$ cat config.mk
export PLATFORM = sky130hd
export DESIGN_NAME = mdio_master
export DESIGN_NICKNAME = d
export VERILOG_FILES = /design/src/rtl/mdio_pkg.sv /design/src/rtl/mdio_clkgen.sv /design/src/rtl/mdio_frame.sv /design/src/rtl/mdio_regs.sv /design/src/rtl/mdio_master.sv
export SDC_FILE = /design/constraint.sdc
export NUM_CORES = 1
export LEC_CHECK = 0
export BUFFER_PORTS_ARGS = -buffer_cell sky130_fd_sc_hd__buf_2
export CAP_MARGIN = 40
export CELL_PAD_IN_SITES_DETAIL_PLACEMENT = 0
export CELL_PAD_IN_SITES_GLOBAL_PLACEMENT = 1
export CORE_UTILIZATION = 44
export CTS_CLUSTER_SIZE = 12
export DETAILED_ROUTE_END_ITERATION = 8
export PLACE_DENSITY = 0.81
export SETUP_SLACK_MARGIN = 0.05
export SLEW_MARGIN = 20
export SYNTH_ARGS = -nofsm -noshare
export SYNTH_HDL_FRONTEND = slang
export SYNTH_SLANG_ARGS = --single-unit
$ cat constraint.sdc
create_clock -name clk_i -period 2.5 [get_ports clk_i]
set_input_delay 0.75 -clock clk_i [delete_from_list [all_inputs] [get_ports clk_i]]
set_output_delay 0.75 -clock clk_i [all_outputs]
set_load 0.01 [all_outputs]
$ cat src/rtl/mdio_pkg.sv
package mdio_pkg;
  typedef enum logic [2:0] {
    RA_CFG   = 3'd0,
    RA_CMD   = 3'd1,
    RA_ADDR  = 3'd2,
    RA_WDATA = 3'd3,
    RA_RDATA = 3'd4,
    RA_STAT  = 3'd5
  } reg_sel_e;

  typedef enum logic [1:0] {
    OP_WR = 2'b01,
    OP_RD = 2'b10
  } mdio_op_e;

  localparam logic [1:0] START_PAT = 2'b01;
  localparam logic [1:0] TA_WR     = 2'b10;

  // half MDC period in system clocks per clock-select value
  function automatic int unsigned half_period(input logic [1:0] sel);
    case (sel)
      2'd0:    return 2;
      2'd1:    return 5;
      2'd2:    return 10;
      default: return 20;
    endcase
  endfunction
endpackage

$ cat src/rtl/mdio_clkgen.sv
module mdio_clkgen
  import mdio_pkg::*;
#(
  parameter int unsigned CNT_W = 5
) (
  input  logic       clk_i,
  input  logic       rst_ni,
  input  logic       run_i,
  input  logic [1:0] sel_i,
  output logic       mdc_o,
  output logic       rise_o,
  output logic       fall_o
);
  logic [CNT_W-1:0] cnt_q;
  logic             mdc_q;
  logic [CNT_W-1:0] lim;
  logic             wrap;

  assign lim    = CNT_W'(half_period(sel_i) - 1);
  assign wrap   = run_i && (cnt_q == lim);
  assign rise_o = wrap && !mdc_q;
  assign fall_o = wrap && mdc_q;
  assign mdc_o  = mdc_q;

  always_ff @(posedge clk_i or negedge rst_ni) begin
    if (!rst_ni) begin
      cnt_q <= '0;
      mdc_q <= 1'b0;
    end else if (!run_i) begin
      cnt_q <= '0;
      mdc_q <= 1'b0;
    end else if (wrap) begin
      cnt_q <= '0;
      mdc_q <= ~mdc_q;
    end else begin
      cnt_q <= cnt_q + 1'b1;
    end
  end
endmodule

$ cat src/rtl/mdio_frame.sv
module mdio_frame
  import mdio_pkg::*;
#(
  parameter int unsigned DATA_W  = 16,
  parameter int unsigned PHY_AW  = 5,
  parameter int unsigned REG_AW  = 5,
  parameter int unsigned PRE_LEN = 32
) (
  input  logic              clk_i,
  input  logic              rst_ni,
  input  logic              mgmt_rst_i,
  input  logic              start_wr_i,
  input  logic              start_rd_i,
  input  logic [PHY_AW-1:0] phy_i,
  input  logic [REG_AW-1:0] reg_i,
  input  logic [DATA_W-1:0] wdata_i,
  input  logic              rise_i,
  input  logic              fall_i,
  input  logic              mdio_i,
  output logic              busy_o,
  output logic              mdio_o,
  output logic              mdio_oe_o,
  output logic              done_rd_o,
  output logic [DATA_W-1:0] cap_o
);
  localparam int unsigned FRAME_W  = PRE_LEN + 4 + PHY_AW + REG_AW + 2 + DATA_W;
  localparam int unsigned TA_POS   = PRE_LEN + 4 + PHY_AW + REG_AW;
  localparam int unsigned DATA_POS = TA_POS + 2;
  localparam int unsigned IDX_W    = $clog2(FRAME_W);

  logic [FRAME_W-1:0] shift_q;
  logic [IDX_W-1:0]   idx_q;
  logic               busy_q;
  logic               rd_q;
  logic [DATA_W-1:0]  cap_q;
  logic               last;
  logic               start;
  mdio_op_e           op;

  assign last  = idx_q == IDX_W'(FRAME_W - 1);
  assign start = (start_wr_i || start_rd_i) && !busy_q;
  assign op    = start_rd_i ? OP_RD : OP_WR;

  always_ff @(posedge clk_i or negedge rst_ni) begin
    if (!rst_ni) begin
      shift_q <= '0;
      idx_q   <= '0;
      busy_q  <= 1'b0;
      rd_q    <= 1'b0;
      cap_q   <= '0;
    end else if (mgmt_rst_i) begin
      idx_q  <= '0;
      busy_q <= 1'b0;
      rd_q   <= 1'b0;
    end else if (start) begin
      busy_q  <= 1'b1;
      rd_q    <= start_rd_i;
      idx_q   <= '0;
      shift_q <= {{PRE_LEN{1'b1}}, START_PAT, op, phy_i, reg_i,
                  (start_rd_i ? 2'b00 : TA_WR),
                  (start_rd_i ? {DATA_W{1'b0}} : wdata_i)};
    end else if (busy_q) begin
      if (rise_i && rd_q && (idx_q >= IDX_W'(DATA_POS)))
        cap_q <= {cap_q[DATA_W-2:0], mdio_i};
      if (fall_i) begin
        if (last) begin
          busy_q <= 1'b0;
        end else begin
          idx_q   <= idx_q + 1'b1;
          shift_q <= {shift_q[FRAME_W-2:0], 1'b0};
        end
      end
    end
  end

  assign busy_o    = busy_q;
  assign mdio_o    = busy_q && shift_q[FRAME_W-1];
  assign mdio_oe_o = busy_q && !(rd_q && (idx_q >= IDX_W'(TA_POS)));
  assign done_rd_o = busy_q && rd_q && fall_i && last;
  assign cap_o     = cap_q;
endmodule

$ cat src/rtl/mdio_regs.sv
module mdio_regs
  import mdio_pkg::*;
#(
  parameter int unsigned DATA_W    = 16,
  parameter int unsigned PHY_AW    = 5,
  parameter int unsigned REG_AW    = 5,
  parameter int unsigned PHY_SHIFT = 8
) (
  input  logic              clk_i,
  input  logic              rst_ni,
  input  logic              we_i,
  input  logic [2:0]        sel_i,
  input  logic [DATA_W-1:0] wdata_i,
  input  logic              busy_i,
  input  logic              done_rd_i,
  input  logic [DATA_W-1:0] cap_i,
  output logic [DATA_W-1:0] rdata_o,
  output logic              mgmt_rst_o,
  output logic [1:0]        clk_sel_o,
  output logic              start_wr_o,
  output logic              start_rd_o,
  output logic [PHY_AW-1:0] phy_o,
  output logic [REG_AW-1:0] reg_o,
  output logic              not_valid_o,
  output logic [DATA_W-1:0] rd_data_o
);
  localparam int unsigned RST_BIT = DATA_W - 1;

  logic              cfg_rst_q;
  logic [1:0]        clk_sel_q;
  logic              cmd_rd_q;
  logic [PHY_AW-1:0] phy_q;
  logic [REG_AW-1:0] reg_q;
  logic [DATA_W-1:0] wdata_q;
  logic [DATA_W-1:0] rd_data_q;
  logic              nv_q;
  logic              idle;

  assign idle       = !busy_i && !cfg_rst_q;
  assign start_wr_o = we_i && (sel_i == RA_WDATA) && idle;
  assign start_rd_o = we_i && (sel_i == RA_CMD) && wdata_i[0] && !cmd_rd_q && idle;

  always_ff @(posedge clk_i or negedge rst_ni) begin
    if (!rst_ni) begin
      cfg_rst_q <= 1'b0;
      clk_sel_q <= 2'b11;
      cmd_rd_q  <= 1'b0;
      phy_q     <= '0;
      reg_q     <= '0;
      wdata_q   <= '0;
      rd_data_q <= '0;
      nv_q      <= 1'b0;
    end else begin
      if (we_i && (sel_i == RA_CFG)) begin
        cfg_rst_q <= wdata_i[RST_BIT];
        clk_sel_q <= wdata_i[1:0];
      end
      if (we_i && (sel_i == RA_CMD)) cmd_rd_q <= wdata_i[0];
      if (we_i && (sel_i == RA_ADDR)) begin
        phy_q <= wdata_i[PHY_SHIFT +: PHY_AW];
        reg_q <= wdata_i[REG_AW-1:0];
      end
      if (start_wr_o) wdata_q <= wdata_i;
      if (done_rd_i) rd_data_q <= cap_i;
      if (cfg_rst_q)       nv_q <= 1'b0;
      else if (start_rd_o) nv_q <= 1'b1;
      else if (done_rd_i)  nv_q <= 1'b0;
    end
  end

  always_comb begin
    rdata_o = '0;
    case (sel_i)
      RA_CFG: begin
        rdata_o[RST_BIT] = cfg_rst_q;
        rdata_o[1:0]     = clk_sel_q;
      end
      RA_CMD:   rdata_o[0] = cmd_rd_q;
      RA_ADDR: begin
        rdata_o[PHY_SHIFT +: PHY_AW] = phy_q;
        rdata_o[REG_AW-1:0]          = reg_q;
      end
      RA_WDATA: rdata_o = wdata_q;
      RA_RDATA: rdata_o = rd_data_q;
      RA_STAT: begin
        rdata_o[0] = busy_i;
        rdata_o[1] = nv_q;
      end
      default: rdata_o = '0;
    endcase
  end

  assign mgmt_rst_o  = cfg_rst_q;
  assign clk_sel_o   = clk_sel_q;
  assign phy_o       = phy_q;
  assign reg_o       = reg_q;
  assign not_valid_o = nv_q;
  assign rd_data_o   = rd_data_q;
endmodule

$ cat src/rtl/mdio_master.sv
module mdio_master #(
  parameter int unsigned DATA_W    = 16,
  parameter int unsigned PHY_AW    = 5,
  parameter int unsigned REG_AW    = 5,
  parameter int unsigned PRE_LEN   = 32,
  parameter int unsigned PHY_SHIFT = 8,
  parameter int unsigned CNT_W     = 5
) (
  input  logic              clk_i,
  input  logic              rst_ni,
  input  logic              reg_we_i,
  input  logic [2:0]        reg_sel_i,
  input  logic [DATA_W-1:0] reg_wdata_i,
  output logic [DATA_W-1:0] reg_rdata_o,
  output logic              mdc_o,
  output logic              mdio_o,
  output logic              mdio_oe_o,
  input  logic              mdio_i
);
  logic              busy;
  logic              not_valid;
  logic              mgmt_rst;
  logic [1:0]        clk_sel;
  logic              start_wr;
  logic              start_rd;
  logic [PHY_AW-1:0] phy;
  logic [REG_AW-1:0] regad;
  logic              done_rd;
  logic [DATA_W-1:0] cap;
  logic [DATA_W-1:0] rd_data;
  logic              rise;
  logic              fall;

  mdio_regs #(
    .DATA_W(DATA_W), .PHY_AW(PHY_AW), .REG_AW(REG_AW), .PHY_SHIFT(PHY_SHIFT)
  ) u_regs (
    .clk_i      (clk_i),
    .rst_ni     (rst_ni),
    .we_i       (reg_we_i),
    .sel_i      (reg_sel_i),
    .wdata_i    (reg_wdata_i),
    .busy_i     (busy),
    .done_rd_i  (done_rd),
    .cap_i      (cap),
    .rdata_o    (reg_rdata_o),
    .mgmt_rst_o (mgmt_rst),
    .clk_sel_o  (clk_sel),
    .start_wr_o (start_wr),
    .start_rd_o (start_rd),
    .phy_o      (phy),
    .reg_o      (regad),
    .not_valid_o(not_valid),
    .rd_data_o  (rd_data)
  );

  mdio_clkgen #(.CNT_W(CNT_W)) u_clkgen (
    .clk_i (clk_i),
    .rst_ni(rst_ni),
    .run_i (busy && !mgmt_rst),
    .sel_i (clk_sel),
    .mdc_o (mdc_o),
    .rise_o(rise),
    .fall_o(fall)
  );

  mdio_frame #(
    .DATA_W(DATA_W), .PHY_AW(PHY_AW), .REG_AW(REG_AW), .PRE_LEN(PRE_LEN)
  ) u_frame (
    .clk_i     (clk_i),
    .rst_ni    (rst_ni),
    .mgmt_rst_i(mgmt_rst),
    .start_wr_i(start_wr),
    .start_rd_i(start_rd),
    .phy_i     (phy),
    .reg_i     (regad),
    .wdata_i   (reg_wdata_i),
    .rise_i    (rise),
    .fall_i    (fall),
    .mdio_i    (mdio_i),
    .busy_o    (busy),
    .mdio_o    (mdio_o),
    .mdio_oe_o (mdio_oe_o),
    .done_rd_o (done_rd),
    .cap_o     (cap)
  );
endmodule

==> results.toml <==
[status]
outcome = "finished with violations"
violations = "setup timing"

[timing]
hold_violations = 0
period_needed_ns = 2.52
maxSlewHeadroom_pct = 58.4
setup_ws_ns = -0.0179
final_max_slew_viol_count = 0
rsz0062_at_grt = "yes"
period_share_pct = 101
tightest_slew_ns = 0.624
max_freq_mhz = 397
setup_viol = 2
hold_ws_ns = 0.322
skew_ns = 0.0142

[clocking]
clockRootBuffer = "clkbuf_16"
cts.clk_slew.worst_paths_ns = 0.06
cts_buffers = 17
cts_tree = "yes"
insertion_delay_ns = 0.42
htree_levels = 4
cts_sinks = 141
cts_max_path_buffers = 2

[layout]
post_route_cells_drive_above_1_share_pct = 31.3
fin_nets = 670
syn_to_final_growth_pct = 23.7
seq_area_sq_um = 3530
stdcell_count = 836
multiInputGateArea_sq_um = 2690
final_core_util_pct = 56.0
n_antenna_cell = 0
n_fill_cell = 1133

[worst_setup_path]
path_buf_inv = 3
end_kind = "output pin"
critPathMaxFanout = 9
reg2reg_from = "u_frame.idx_q[0]"
cpMostUsedCell = "buf_12"
cp-start-kind = "input port"
cp_cell_sequence = "buf_12, nor2b_4, buf_12, a221oi_2, a21oi_1, nor2_1, nor2_2, buf_2"
cp_slowest_cell = "a221oi_2"
slowest_delay_ns = 0.23
crit_path_start = "reg_sel_i[2]"
cp_top_family = "buffers and inverters"
arrival_ns = 1.77
worstSetupPathType = "in -> out"
worstPathRequired_ns = 1.75

[route]
drtAntennaViolNets = 0
drc = 0
drt_first_iter_violations = 354
vias = 4553
viasPerCell = 5.45
wl_mm = 14.4
dr.pass1.iters = 4
routedWlPerCell_microns = 17.2

[synthesis]
synthTopCellsByArea = "dfrtp_1 55%, mux2_2 4.8%, mux2_4 4.5%"
synth_cell_types = 57
synthArstFlopShare_pct = 100
synth_most_common_cell = "dfrtp_1"
synth.cell_area_sq_um = 6320
ys.flop_type = "dfrtp_1"
synth_commonest_cells = "139 x dfrtp_1, 74 x nor2_1, 72 x nand2_1"
yosys.area.top_type = "dfrtp_1"
synth_edf_count = 0
synthCells = 575
syn-num-nets = 602
ys_warn_count = 0
ys_ff_latch = 141
yosysTopAreaCellShare_pct = 55.1
ys_seq_area_share_pct = 55.9
synth.avg_cell_area_sq_um = 11.0

[power_and_ir_drop]
powerDensity_nw_per_um2 = 834
p_leak_nw = 3.65
peakVddDrop_uv = 487
power_mw = 6.51

[global_route]
grt_max_degree = 68
grt_pass1_vias = 4695
grt_pass1_wl_mm = 23.6
grt_usage_pct = 20.9
grt_overflow = 0
antenna_found_initial = 0

[die]
coreArea_sq_um = 13900
die_x_microns = 122
dieArea_sq_um = 14800
io_pins = 42
die_h_microns = 122
initial_core_util_pct = 45.3
num_rows = 43

[job]
drv_cap = 0

[placed_design]
dp_cells = 797
place_ws_ns = -0.108
io_buffers = 41
dp_hpwl_mm = 9.31
gp_congestion = 0.797

[hold_path]
worstHoldPathType = "in -> async"
## worst paths after layout
path / to / slack (ns) / cells past startpoint
worst min register to register: u_regs.wdata_q[7] / 0.48 / 2
worst min-delay path: u_clkgen.cnt_q[4] / 0.32 / 1
min in group clk_i: u_regs.wdata_q[7] / 0.48 / 2
worst max-delay path: reg_rdata_o[0] / -0.02 / 8
worst max register to register: u_frame.shift_q[22] / 0.24 / 9
max in group asynchronous: u_regs.rd_data_o[9] / 1.49 / 2
## cells by family (layout without fill, tap and decap cells)
kind of cell / Yosys count / count (layout) / synth area share, %
AOI/OAI and AO/OA: 126 / 126 / 12.3
adders and majority gates: 4 / 4 / 0.792
and+or+nand+nor: 196 / 196 / 14.7
muxes: 61 / 61 / 11.7
DFF: 141 / 141 / 55.9
xor gates and xnor gates: 4 / 4 / 0.555
buffers and inverters: 43 / 124 / 4.08
## metal layers
layer / vias to the layer above / track usage [%] / part of all wire (%) / routed length, microns
met1: 2277 / 26.1 / 44 / 6270
met3: 28 / 4.54 / 4.1 / 590
met4: 0 / 7.72 / 1.9 / 273
met2: 102 / 35.4 / 50 / 7270
met5: - / 0 / 0 / 0
li1: 2146 / - / - / -
## cell type report
| cell class | count | area share, % |
|---|---|---|
| sequential | 141 | 45.2 |
| multi-input combinational | 391 | 34.5 |
| clock buffer | 19 | 5.80 |
| tap | 180 | 2.88 |
| clock inverter | 13 | 2.44 |
| timing repair buffer | 86 | 8.92 |
| inverter | 6 | 0.288 |
## flip-flops by register name (all words and copies together) (netlist names), 2 cells and up
register          flops
u_frame.shift_q      64
u_frame.cap_o        16
u_regs.rd_data_o     16
u_regs.wdata_q       16
u_frame.idx_q         6
u_clkgen.cnt_q        5
u_regs.phy_o          5
u_regs.reg_o          5
u_regs.clk_sel_o      2
## through the flow
step | TNS (ns) | instance area (sq um)
after floorplan | 0 | 6360
after global placement | -0.693 | 6910
after detailed placement | -0.787 | 6910
after CTS | -0.0371 | 7770
after global routing | -0.160 | 7810
final | -0.0259 | 7810
## repair_timing
action | 4_1_cts | 5_1_grt
setup buffers | 4 | 2
resized for setup | 43 | 15
pin swaps | 13 | 8
cloned | 2 | 0
endpoints found under the setup margin | 15 | 16
hold buffers | 0 | 0
## where the power goes
part	leakage (nW)	total [mW]	internal [mW]	switching, mW
clock	0.301	2.70	1.73	0.978
sequential	1.69	2.99	2.69	0.296
combinational	1.67	0.822	0.419	0.403
total	3.65	6.51	4.84	1.68
## cells in the final DEF, fill, tap and decap left out, drive strengths merged, types with 3 or more instances in the layout
cell type  count
a21oi         39
a22o           6
a22oi          9
a2bb2oi       15
and2           3
and3           3
buf           85
bufinv         4
clkbuf        20
clkinv         5
clkinvlp       4
dfrtp        139
ha             4
inv            6
mux2          46
mux2i         15
nand2         73
nand2b         4
nand3         11
nor2          75
nor2b          3
nor3           5
nor4bb         3
o21ai         43
or3            4
No activity file was read; power rests on OpenSTA's default activity.
